===== config.mk =====
export PLATFORM = sky130hd
export DESIGN_NAME = clap_adder
export DESIGN_NICKNAME = d
export VERILOG_FILES = /design/src/rtl/clap_pkg.sv /design/src/rtl/clap_gp.sv /design/src/rtl/clap_group.sv /design/src/rtl/clap_adder.sv
export SDC_FILE = /design/constraint.sdc
export NUM_CORES = 1
export LEC_CHECK = 0
export ABC_AREA = 1
export BUFFER_PORTS_ARGS = -buffer_cell sky130_fd_sc_hd__clkbuf_2
export CAP_MARGIN = 15
export CORE_MARGIN = 3
export CORE_UTILIZATION = 27
export DETAILED_ROUTE_END_ITERATION = 10
export SETUP_SLACK_MARGIN = 0.5
export SLEW_MARGIN = 10
export SYNTH_ARGS = -nofsm -noshare
export SYNTH_HDL_FRONTEND = slang
export SYNTH_SLANG_ARGS = --single-unit

===== constraint.sdc =====
create_clock -name clk -period 4.9 [get_ports clk]
set_input_delay 0.98 -clock clk [delete_from_list [all_inputs] [get_ports clk]]
set_output_delay 0.98 -clock clk [all_outputs]
set_load 0.02 [all_outputs]

===== src/rtl/clap_pkg.sv =====
package clap_pkg;

  localparam int GRP_W = 4;

  // Early carry decision from the upper three bit pairs of a group.
  function automatic logic predict_co(input logic [GRP_W-1:0] a, input logic [GRP_W-1:0] b);
    logic g1, g2, g3, o2, o3;
    g1 = a[1] & b[1];
    g2 = a[2] & b[2];
    g3 = a[3] & b[3];
    o2 = a[2] | b[2];
    o3 = a[3] | b[3];
    return g3 | (g2 & o3) | (g1 & o2 & o3);
  endfunction

  // Lookahead carries out of local bits 0..2 (the top carry is never built).
  function automatic logic [2:0] low_carries(input logic [GRP_W-1:0] g,
                                             input logic [GRP_W-1:0] p,
                                             input logic cin);
    logic [2:0] c;
    c[0] = g[0] | (p[0] & cin);
    c[1] = g[1] | (p[1] & g[0]) | (p[1] & p[0] & cin);
    c[2] = g[2] | (p[2] & g[1]) | (p[2] & p[1] & g[0]) | (p[2] & p[1] & p[0] & cin);
    return c;
  endfunction

  // Select for the forwarding mux: 1 when the prediction can be trusted.
  function automatic logic can_predict(input logic [GRP_W-1:0] p);
    return ~(p[1] & p[2] & p[3]);
  endfunction

endpackage


===== src/rtl/clap_gp.sv =====
module clap_gp #(
  parameter int WIDTH = 16
) (
  input  logic [WIDTH-1:0] a,
  input  logic [WIDTH-1:0] b,
  output logic [WIDTH-1:0] gen,
  output logic [WIDTH-1:0] prop
);
  for (genvar i = 0; i < WIDTH; i++) begin : g_bit
    assign gen[i]  = a[i] & b[i];
    assign prop[i] = a[i] ^ b[i];
  end
endmodule


===== src/rtl/clap_group.sv =====
module clap_group
  import clap_pkg::*;
(
  input  logic [GRP_W-1:0] a,
  input  logic [GRP_W-1:0] b,
  input  logic [GRP_W-1:0] gen,
  input  logic [GRP_W-1:0] prop,
  input  logic             cin,
  output logic [GRP_W-1:0] sum,
  output logic             fwd,
  output logic             pred_ok
);
  logic [2:0] carries;
  logic       predicted;

  assign carries   = low_carries(gen, prop, cin);
  assign predicted = predict_co(a, b);
  assign pred_ok   = can_predict(prop);
  assign fwd       = pred_ok ? predicted : carries[0];
  assign sum       = prop ^ {carries, cin};
endmodule


===== src/rtl/clap_adder.sv =====
module clap_adder
  import clap_pkg::*;
#(
  parameter int WIDTH = 16
) (
  input  logic             clk,
  input  logic             rst,
  input  logic [WIDTH-1:0] op_a,
  input  logic [WIDTH-1:0] op_b,
  input  logic             carry_in,
  output logic [WIDTH-1:0] sum_o,
  output logic             carry_o,
  output logic [WIDTH/GRP_W-1:0] pred_ok_o
);
  localparam int NGRP = WIDTH / GRP_W;

  logic [WIDTH-1:0] a_q, b_q;
  logic             cin_q;
  logic [WIDTH-1:0] gen, prop, sum_d;
  logic [NGRP:0]    chain;
  logic [NGRP-1:0]  pred_ok_d;

  always_ff @(posedge clk) begin
    if (rst) begin
      a_q   <= '0;
      b_q   <= '0;
      cin_q <= 1'b0;
    end else begin
      a_q   <= op_a;
      b_q   <= op_b;
      cin_q <= carry_in;
    end
  end

  clap_gp #(.WIDTH(WIDTH)) gp_i (.a(a_q), .b(b_q), .gen(gen), .prop(prop));

  assign chain[0] = cin_q;

  for (genvar g = 0; g < NGRP; g++) begin : g_grp
    clap_group grp_i (
      .a      (a_q[g*GRP_W +: GRP_W]),
      .b      (b_q[g*GRP_W +: GRP_W]),
      .gen    (gen[g*GRP_W +: GRP_W]),
      .prop   (prop[g*GRP_W +: GRP_W]),
      .cin    (chain[g]),
      .sum    (sum_d[g*GRP_W +: GRP_W]),
      .fwd    (chain[g+1]),
      .pred_ok(pred_ok_d[g])
    );
  end

  always_ff @(posedge clk) begin
    if (rst) begin
      sum_o     <= '0;
      carry_o   <= 1'b0;
      pred_ok_o <= '0;
    end else begin
      sum_o     <= sum_d;
      carry_o   <= chain[NGRP];
      pred_ok_o <= pred_ok_d;
    end
  end
endmodule


After elaboration in Yosys (flattened, before gate mapping). Cells that the tools add are included.

Register bits: 54. Input port bits: 35. Word-level logic and storage cells: 142.

Muxes and demuxes: 4. Bitwise operators: 132.

Operator list (count): 1-bit AND (68); 1-bit OR (40); 1-bit bitwise XOR (16); 4-bit bitwise XOR (4); 1-bit 2-to-1 mux (4); 1-bit NOT (4).

Longest topological paths before layout. Gate-level depths: netlist of run 1.

Depth in word-level cells: 14. Mapped depth: 19. Mapped depth without buffers: 19.

By module. From an unflattened synthesis of run 1, not the netlist that was laid out.

Cells, all modules: 312. Area, all modules: 2359.8 um^2.

By module, submodules not included: clap_adder (times used 1, cells an instance 168, area an instance 1554.0 um^2); clap_group (times used 4, cells an instance 32, area an instance 151.4 um^2); clap_gp (times used 1, cells an instance 16, area an instance 200.2 um^2).

Least setup slack after synthesis of run 1. OpenSTA, ideal clock, no wires.

Path kind: register -> register. From: reg a_q[0]. To: reg sum_o[13]. Data arrival time: 2.960 ns. Path slack: 1.821 ns. Stages on the path, launching flop included: 15. Buffers on the path: 0. Clock period less this slack: 3.079 ns. Cell sequence: dfxtp_1 -> inv_1 -> fa_1 -> nand4_1 -> nand2_1 -> fa_1 -> or2_0 -> nand2_2 -> inv_1 -> fa_1 -> nand4_1 -> nand2_1 -> fa_1 -> o21ai_0 -> a21oi_1.

Cells in the longest elaborated chain, start to end: 13. Elaborated cells between the ends (all ways): 14. Classes of those cells: 3 x mux; 11 x bitwise.

RTL lines: start: declaration (line clap_adder.sv:17) `logic [WIDTH-1:0] a_q, b_q;`; start signal: assignment (line clap_adder.sv:29) `a_q <= op_a;`; 1-bit bitwise XOR (line clap_gp.sv:11) `assign prop[i] = a[i] ^ b[i];`; 1-bit AND (line clap_pkg.sv:21) `c[0] = g[0] | (p[0] & cin);`; 1-bit OR (*) (line clap_pkg.sv:21); 1-bit 2-to-1 mux (*) (line clap_group.sv:19) `assign fwd = pred_ok ? predicted : carries[0];`; 1-bit AND (*) (line clap_pkg.sv:21); 1-bit OR (*) (line clap_pkg.sv:21); 1-bit 2-to-1 mux (*) (line clap_group.sv:19); 1-bit AND (*) (line clap_pkg.sv:21); 1-bit OR (*) (line clap_pkg.sv:21); 1-bit 2-to-1 mux (*) (line clap_group.sv:19); 1-bit AND (*) (line clap_pkg.sv:21); 1-bit OR (*) (line clap_pkg.sv:21); 4-bit bitwise XOR (*) (line clap_group.sv:20) `assign sum = prop ^ {carries, cin};`; end signal: assignment (line clap_adder.sv:58) `sum_o <= sum_d;`; end: declaration (line clap_adder.sv:11) `output logic [WIDTH-1:0] sum_o,`.

Every way passes the cells marked *; elsewhere a longest branch is shown, timed or not. A chain may end at the register's enable or synchronous reset.

Worst setup path in the final report of run 1.
From: reg a_q[0]. To: reg carry_o.

Cells in the longest elaborated chain, start to end: 13. Elaborated cells between the ends (all ways): 14. Classes of those cells: 4 x mux; 10 x bitwise.

RTL lines: 1-bit bitwise XOR (line clap_gp.sv:11); 1-bit AND (line clap_pkg.sv:21); 1-bit OR (*) (line clap_pkg.sv:21); 1-bit 2-to-1 mux (*) (line clap_group.sv:19); 1-bit AND (*) (line clap_pkg.sv:21); 1-bit OR (*) (line clap_pkg.sv:21); 1-bit 2-to-1 mux (*) (line clap_group.sv:19); 1-bit AND (*) (line clap_pkg.sv:21); 1-bit OR (*) (line clap_pkg.sv:21); 1-bit 2-to-1 mux (*) (line clap_group.sv:19); 1-bit AND (*) (line clap_pkg.sv:21); 1-bit OR (*) (line clap_pkg.sv:21); 1-bit 2-to-1 mux (*) (line clap_group.sv:19); end signal: assignment (line clap_adder.sv:59) `carry_o <= chain[NGRP];`; end: declaration (line clap_adder.sv:12) `output logic carry_o,`.

Marked as above.

==> flow_summary.json, run 1 <==
{
  "clk_latency_ps": 300,
  "timing.rr.start": "a_q[0]",
  "drc": 0,
  "reg2regPathDepth": 15,
  "port-buffer-count": 55,
  "insertedDiodeCount": 0,
  "layout_worst_path_cycle_share_pct": 68.6,
  "synth_mux_area_share_pct": 0,
  "clock-sinks": 54,
  "grt_max_degree": 42,
  "synth_xor_area_share_pct": 1.07,
  "initial_core_util_pct": 27.9,
  "p_int_uw": 639,
  "drt-initial-drc-count": 64,
  "totalWireLength_um": 4430,
  "min_to": "sum_o[0]",
  "place_congestion": 0.784,
  "cts_buffers": 5,
  "critPathArrivalTime_ps": 3590,
  "fin_cells": 477,
  "synth_adder_area_share_pct": 15.5,
  "drt_pass1_iterations": 4,
  "die_area_um2": 10200,
  "synth_cells": 312,
  "cts_max_path_buffers": 2,
  "ys_ff_latch": 54,
  "synth-warning-count": 0,
  "pwr-share-seq_pct": 54.7,
  "clock.fmax_mhz": 297,
  "crit_path_end_kind": "register",
  "synth_nets": 375,
  "netlist_top_cells_area": "dfxtp_1 44%, inv_1 14%, ha_1 12%",
  "max_cap_viol_count": 0,
  "layout-drive-gt1-share_pct": 19.2,
  "syn_to_final_growth_pct": 19.3,
  "post_cts_buffers": 0,
  "power.switching_uw": 238,
  "clkTransAtPathRegs_ps": 100,
  "cts_root_buffer": "clkbuf_8",
  "drtAntennaViolNets": 0,
  "grt_overflow": 0,
  "multiInputGateArea_um2": 986,
  "die_x_um": 101,
  "outcome": "complete, no violations",
  "fin_skew_ps": 12.8,
  "fin_tns_setup_ps": 0,
  "io_pins": 56,
  "cts-hold-fix-buffers": 0,
  "tritoncts": "built",
  "cp_max_fo": 3,
  "core.rowCount": 34,
  "rsz0062_at_grt": "no",
  "setup_viol": 0,
  "ir_worst_vdd_mv": 0.0963,
  "leakagePower_nw": 1.67,
  "synth_compound_area_share_pct": 4.39,
  "holdPathStages": 3,
  "switching_share_pct": 27.2,
  "ctsResizeCount": 0,
  "vias": 1875,
  "combPwrFrac_pct": 16.5,
  "avgRoutedWirePerCell_um": 9.30,
  "synth_area_leader_cell": "dfxtp_1",
  "hp-class": "register to register",
  "dp_hpwl_um": 3550,
  "core_um2": 8760,
  "synth_top_family_by_area": "simple AND/OR/NAND/NOR gates",
  "seqCellArea_um2": 1080,
  "startpoint_type": "register",
  "worstSetupPathType": "register to register",
  "max_slew_margin_pct": 44.3,
  "hold_violations": 0,
  "rrSetupSlack_ps": 1540,
  "min-delay-start": "cin_q",
  "fill_cells": 943,
  "grt_antenna_before_repair": 0,
  "cts_max_level": 2,
  "synth_sequential_area_ratio_pct": 44.1,
  "grt_pass1_vias": 1846,
  "fin_crit_ps": 3360,
  "viasPerCell": 3.93,
  "fp.dieH_um": 101,
  "avgSynthCellArea_um2": 7.85,
  "reg2reg_to": "carry_o",
  "grt_pass1_wl_um": 7530,
  "startpoint": "a_q[0]",
  "netlist_area_um2": 2450,
  "power.density_nw_per_um2": 300,
  "yosys.cell_types.count": 23,
  "clock_power_share_pct": 28.8,
  "place_inst": 469,
  "slew_violations": 0,
  "synth_simple_gate_area_share_pct": 19.3,
  "grt_usage_pct": 9.10,
  "yosys.area.top_type_share_pct": 44.1,
  "nets": 431,
  "required_ps": 5130,
  "worst_pin_slew_ps": 835
}
area by class of cell:
cell class | count | area share [%]
sequential | 54 | 37.0
multi-input combinational | 159 | 33.7
inverter | 93 | 11.9
timing repair buffer | 55 | 9.42
tap | 108 | 4.63
clock buffer | 6 | 2.83
clock inverter | 2 | 0.428
power groups by stage:
stage / clock (mW) / combinational [mW] / sequential (mW)
after CTS: 0.264 / 0.148 / 0.481
final: 0.252 / 0.145 / 0.481
after detailed placement: 0 / 0.147 / 0.491
after floorplan: 0 / 0.0799 / 0.509
after global placement: 0 / 0.145 / 0.491
after global routing: 0.284 / 0.166 / 0.484
cell families (layout without fill, tap and decap cells):
group	after synthesis	after routing
AND/OR/NAND/NOR	109	109
buffers and inverters	99	156
flip-flops	54	54
adder cells (fa/ha/maj)	28	28
AO/OA/AOI/OAI	19	19
XOR/XNOR	3	3
flip-flops by register name (all words and copies together), names as in the netlist:
| name | cells |
|---|---|
| pred_ok_o | 4 |
| carry_o | 1 |
| cin_q | 1 |
| sum_o | 16 |
| b_q | 16 |
| a_q | 16 |
per-layer routing:
| metal | up-vias | track usage (%) | routed length [um] |
|---|---|---|---|
| li1 | 1013 | - | - |
| met1 | 824 | 11.0 | 2060 |
| met2 | 36 | 16.1 | 2100 |
| met3 | 2 | 2.48 | 261 |
| met4 | 0 | 2.15 | 19 |
| met5 | - | 0 | 0 |
cell usage after synthesis:
| master | number |
|---|---|
| a21o_2 | 1 |
| o21bai_1 | 1 |
| nand4_1 | 2 |
| a21oi_1 | 11 |
| nand2_2 | 3 |
| clkbuf_1 | 5 |
| a31oi_1 | 1 |
| fa_1 | 4 |
| nand2_1 | 32 |
| inv_1 | 93 |
| a211oi_1 | 1 |
| clkbuf_8 | 1 |
| nand3_2 | 3 |
| a21o_1 | 1 |
| dfxtp_1 | 54 |
| nor2_1 | 49 |
| ha_1 | 24 |
| o21ai_0 | 3 |
| and3_2 | 1 |
| nand3_1 | 16 |
| and3_1 | 2 |
| xor2_1 | 3 |
| or2_0 | 1 |
worst max-delay path, stage by stage, from the launching register on:
cell	delay, ps
dfxtp_1	340
inv_1	60
fa_1	450
nand4_1	170
nand2_1	90
fa_1	390
or2_0	240
nand2_2	110
inv_1	60
fa_1	400
nand4_1	160
nand2_1	100
fa_1	400
inv_1	70
o21ai_0	80
a31oi_1	180
worst max-delay path by stage:
stage,end,cells past startpoint
floorplan,sum_o[13],14
global placement,carry_o,15
detailed placement,carry_o,15
CTS,carry_o,15
global route,carry_o,18
finish,carry_o,15
stage by stage:
stage / total power [mW] / hold slack (ps) / worst slack, ps / area (um2) / util, %
5_1_grt: 0.935 / 652 / 1160 / 2920 / 33.3
2_1_floorplan: 0.589 / 565 / 1820 / 2450 / -
3_5_place_dp: 0.639 / 594 / 1560 / 2830 / 32.3
6_report: 0.878 / 606 / 1540 / 2920 / 33.3
4_1_cts: 0.893 / 608 / 1540 / 2920 / 33.3
3_3_place_gp: 0.636 / 590 / 1660 / 2830 / 32.3
layout by cell type (no fill, tap or decap), drive strengths merged:
| cell | instances |
|---|---|
| ha | 24 |
| clkbuf | 61 |
| a21oi | 11 |
| o21bai | 1 |
| or2 | 1 |
| nand4 | 2 |
| inv | 93 |
| a21o | 2 |
| xor2 | 3 |
| nand2 | 35 |
| clkinv | 1 |
| and3 | 3 |
| nor2 | 49 |
| a211oi | 1 |
| fa | 4 |
| nand3 | 19 |
| o21ai | 3 |
| clkinvlp | 1 |
| dfxtp | 54 |
| a31oi | 1 |
Note: power is estimated with default switching activity, not from simulation.
==> inputs of run 2 (changes only) <==
==> constraint.sdc (replaced) <==
create_clock -name clk -period 3 [get_ports clk]
set_input_delay 0.6 -clock clk [delete_from_list [all_inputs] [get_ports clk]]
set_output_delay 0.6 -clock clk [all_outputs]
set_load 0.02 [all_outputs]
==> run 2 against run 1 <==
Critical path depth unchanged. Design area grew 5.7%. Flip-flop and latch count unchanged. Register-to-register slack worse by 1400 ps. Highest routed layer unchanged. Clock-buffer cell count rose by 1. Largest cell class unchanged.
==> flow_summary.json, run 2 (same netlist as run 1, synthesis figures left out) <==
{
  "grt_pass1_wl_um": 8070,
  "ir_worst_vdd_mv": 0.191,
  "cp_max_fo": 3,
  "clkTransAtPathRegs_ps": 90,
  "syn_to_final_growth_pct": 26.2,
  "worstSetupPathType": "register to register",
  "cts_max_path_buffers": 2,
  "core.rowCount": 34,
  "io_pins": 56,
  "post-place-ws_ps": 25.2,
  "clock.fmax_mhz": 345,
  "fill_cells": 934,
  "nets": 442,
  "grt_overflow": 0,
  "hp-class": "input port to register",
  "mostFrequentLayoutCells": "85 x inv_1, 55 x clkbuf_2, 49 x nor2_1, 48 x dfxtp_1, 29 x nand2_1",
  "grt_antenna_before_repair": 0,
  "clock-sinks": 54,
  "fin_tns_setup_ps": 0,
  "reg_top3": "a_q x16, b_q x16, sum_o x16",
  "startpoint_type": "register",
  "critPathArrivalTime_ps": 3140,
  "wl_met3_um": 298,
  "viasPerCell": 3.93,
  "multiInputGateArea_um2": 1070,
  "insertedDiodeCount": 0,
  "wl_met2_um": 2200,
  "max_cap_viol_count": 0,
  "slew_violations": 0,
  "drc": 0,
  "outcome": "complete, no violations",
  "hold_violations": 0,
  "top_layer": "met4",
  "required_ps": 3230,
  "dp_hpwl_um": 3620,
  "die_area_um2": 10200,
  "clk_latency_ps": 300,
  "initial_core_util_pct": 27.9,
  "fin_ws_ps": 97.5,
  "vias": 1916,
  "crit_path_end_kind": "register",
  "avgRoutedWirePerCell_um": 9.71,
  "core_um2": 8760,
  "grt_max_degree": 41,
  "fin_skew_ps": 6.40,
  "cts_root_buffer": "clkbuf_8",
  "fin_crit_ps": 2900,
  "grt_usage_pct": 9.79,
  "drt-initial-drc-count": 64,
  "layout_worst_path_cycle_share_pct": 96.7,
  "fin_hold_ws_ps": 478,
  "fp.dieH_um": 101,
  "port-buffer-count": 55,
  "place_congestion": 0.839,
  "drt-met1-wl_um": 2220,
  "power.density_nw_per_um2": 474,
  "rsz0062_at_grt": "yes",
  "tritoncts": "built",
  "worst_pin_slew_ps": 470,
  "die_x_um": 101,
  "totalWireLength_um": 4740,
  "cts_max_level": 2,
  "drt_pass1_iterations": 4,
  "setup_viol": 0,
  "layout-drive-gt1-share_pct": 28.9,
  "total_power_mw": 1.46,
  "seqCellArea_um2": 1090,
  "cts_buffers": 5,
  "leakagePower_nw": 1.73,
  "max_slew_margin_pct": 68.6,
  "drtAntennaViolNets": 0,
  "grt_pass1_vias": 1932,
  "final_common_cell": "inv_1"
}
-- run 2: cell count changes in the layout (fill, tap and decap cells not counted), sizes merged --
cell      change
buf          +11
clkbuf        +1
clkinvlp      -1
-- run 2: worst max-delay path: stages, from the launching register on --
cell	delay, ps
dfxtp_2	350
inv_2	40
fa_2	390
nand4_1	130
nand2_2	80
fa_2	360
or2_0	220
nand2_2	90
inv_2	40
fa_2	330
nand4_1	110
nand2_1	90
fa_2	370
inv_2	50
o21ai_1	50
a31oi_1	150
-- run 2: final timing paths --
check,from,end,slack (ps),cells past startpoint
setup / recovery,a_q[0],carry_o,100,15
setup reg to reg,a_q[0],carry_o,100,15
hold reg to reg,b_q[3],sum_o[3],640,3
hold / removal,op_a[2],a_q[2],480,3
-- run 2: routing by layer --
layer | GRT usage [%] | vias up
met1 | 12.2 | 835
li1 | - | 1036
met4 | 2.45 | 0
met5 | 0 | -
met2 | 16.6 | 43
met3 | 2.82 | 2
-- run 2: repair_timing --
action / in CTS / in global routing
buffers inserted: 9 / 1
pin swaps: 3 / 1
setup endpoints to repair: 5 / 7
hold buffers: 0 / 0
hold endpoints to repair: 0 / 0
resized for setup: 3 / 7
-- run 2: layout make-up --
cell class,instances,share of cell area (%)
inverter,93,11.3
clock buffer,7,2.79
sequential,54,35.2
timing repair buffer,66,11.6
multi-input combinational,159,34.5
tap,108,4.37
clock inverter,1,0.162
-- run 2: where the power goes --
group          internal [mW]  switching [mW]
registers              0.767          0.0197
logic                  0.110           0.155
clock network          0.187           0.224
total                   1.06           0.399
-- run 2: per-stage QoR --
stage,std cells,area (um2),util (%)
floorplan,312,2510,-
global placement,470,2890,33.0
detailed placement,470,2890,33.0
CTS,487,3060,34.9
global route,488,3090,35.3
finish,488,3090,35.3
==> inputs of run 3 (changes only) <==
--- a/config.mk
+++ b/config.mk
@@ -11,6 +11,7 @@
 export CORE_MARGIN = 3
 export CORE_UTILIZATION = 27
 export DETAILED_ROUTE_END_ITERATION = 10
+export GPL_TIMING_DRIVEN = 0
 export SETUP_SLACK_MARGIN = 0.5
 export SLEW_MARGIN = 10
 export SYNTH_ARGS = -nofsm -noshare
==> run 3 against run 2 <==
Sequential share of layout area fell by 0.59 points. Non-clock buffer count rose by 7. Critical endpoint unchanged. Global-route usage rose by 0.54 points. Worst hold slack got worse by 18 ps. Highest routed layer unchanged.
==> flow_summary.json, run 3 (same netlist as run 1, synthesis figures left out) <==
{
  "place_area_um2": 2910,
  "total_power_mw": 1.46,
  "insertedDiodeCount": 0,
  "reg2regPathDepth": 18,
  "cp.depth": 18,
  "initial_core_util_pct": 27.9,
  "layout_worst_path_cycle_share_pct": 98.4,
  "totalWireLength_um": 4940,
  "port-buffer-count": 54,
  "grt_usage_pct": 10.3,
  "reg_top3": "a_q x16, b_q x16, sum_o x16",
  "syn_to_final_growth_pct": 28.3,
  "vias": 1973,
  "fin_crit_ps": 2950,
  "rsz0062_at_grt": "yes",
  "worstSetupPathType": "register to register",
  "drtAntennaViolNets": 0,
  "leakagePower_nw": 1.75,
  "cts_max_path_buffers": 2,
  "grt_max_degree": 18,
  "fp.dieH_um": 101,
  "grt_pass1_vias": 1928,
  "wl_met2_um": 2340,
  "layout-drive-gt1-share_pct": 29.7,
  "reg2reg_to": "carry_o",
  "wl_met3_um": 293,
  "nets": 449,
  "core.rowCount": 34,
  "viasPerCell": 3.99,
  "core_um2": 8760,
  "drc": 0,
  "cts_max_level": 2,
  "fin_cells": 495,
  "slowest_delay_ps": 400,
  "clk_latency_ps": 310,
  "place_inst": 474,
  "dp_hpwl_um": 3780,
  "fin_skew_ps": 13.9,
  "die_x_um": 101,
  "drt-met1-wl_um": 2240,
  "grt_pass1_wl_um": 8290,
  "required_ps": 3230,
  "io_pins": 56,
  "grt_antenna_before_repair": 0,
  "max_cap_viol_count": 0,
  "cp_max_fo": 4,
  "clkTransAtPathRegs_ps": 100,
  "timing.rr.start": "b_q[3]",
  "avgRoutedWirePerCell_um": 9.99,
  "critPathArrivalTime_ps": 3190,
  "cts_root_buffer": "clkbuf_8",
  "worstPathCellList": "inv_2, ha_4, nand3_2, nand2_1, inv_1, nand2_2, nand2_2, fa_2, or2_1, nand2_2, inv_2, fa_2, nand4_1, nand2_1, fa_2, inv_2, o21ai_2, a31oi_1",
  "slew_violations": 0,
  "drt_pass1_iterations": 4,
  "grt_overflow": 0,
  "crit_path_end_kind": "register",
  "ir_worst_vdd_mv": 0.165,
  "setup.worst_path.end": "carry_o",
  "place_congestion": 0.764,
  "top_layer": "met4",
  "startpoint": "b_q[3]",
  "power.density_nw_per_um2": 466,
  "cts_buffers": 5,
  "tritoncts": "built",
  "slowest_stage": "fa_2",
  "rrSetupSlack_ps": 50,
  "final_common_cell": "inv_1",
  "max_slew_margin_pct": 62.5,
  "hp-class": "input port to register",
  "die_area_um2": 10200,
  "clock.fmax_mhz": 339,
  "drt-initial-drc-count": 36,
  "outcome": "complete, no violations",
  "setup_viol": 0,
  "startpoint_type": "register",
  "critPathBufInv": 4,
  "clock-sinks": 54,
  "crit_family": "adder cells",
  "finalInstanceArea_um2": 3140,
  "hold_violations": 0,
  "cts-hold-fix-buffers": 0,
  "worst_pin_slew_ps": 563,
  "mostFrequentLayoutCells": "86 x inv_1, 54 x clkbuf_2, 49 x nor2_1, 48 x dfxtp_1, 30 x nand2_1"
}
[run 3: cell type report]
| class | count | area (um2) |
|---|---|---|
| Timing Repair Buffer | 67 | 368 |
| Fill cell | 955 | 5620 |
| Sequential cell | 54 | 1090 |
| Clock inverter | 3 | 21.3 |
| Inverter | 93 | 349 |
| Buffer | 6 | 32.5 |
| Tap cell | 108 | 135 |
| Clock buffer | 5 | 68.8 |
| Multi-Input combinational cell | 159 | 1080 |
[run 3: how the worst min path moves through the flow]
stage | start | endpoint | cells past startpoint
5_1_grt | op_a[9] | a_q[9] | 3
2_1_floorplan | cin_q | sum_o[2] | 4
3_5_place_dp | b_q[3] | sum_o[3] | 3
4_1_cts | op_a[9] | a_q[9] | 3
6_report | op_a[9] | a_q[9] | 3
3_3_place_gp | cin_q | sum_o[2] | 4
[run 3: layer usage]
metal  up-vias  global-route usage, %
met4         0                   3.99
met3         8                   2.82
met5         -                      0
met2        45                   17.8
li1       1054                      -
met1       866                   12.2
[run 3: tightest hold or removal path: stages]
cell      delay (ps)
clkbuf_2          80
inv_1             40
nor2_1            30
[run 3: power breakdown]
| group | switching (mW) | internal, mW |
|---|---|---|
| Combinational | 0.158 | 0.114 |
| Sequential | 0.0198 | 0.767 |
| Clock | 0.240 | 0.164 |
[run 3: metrics by stage]
step	util (%)	worst slack [ps]	TNS, ps	hold slack (ps)
global placement	33.2	-27.3	-30.0	613
floorplan	-	207	0	565
finish	35.9	48.5	0	460
global route	35.9	-88.9	-207	450
CTS	35.2	29.3	0	454
detailed placement	33.2	-58.4	-135	628
[run 3: timing repair]
action	CTS	global route
pin swaps	7	9
gates resized for setup	6	7
setup buffers	8	5
setup endpoints to repair	5	6
cloned	0	0
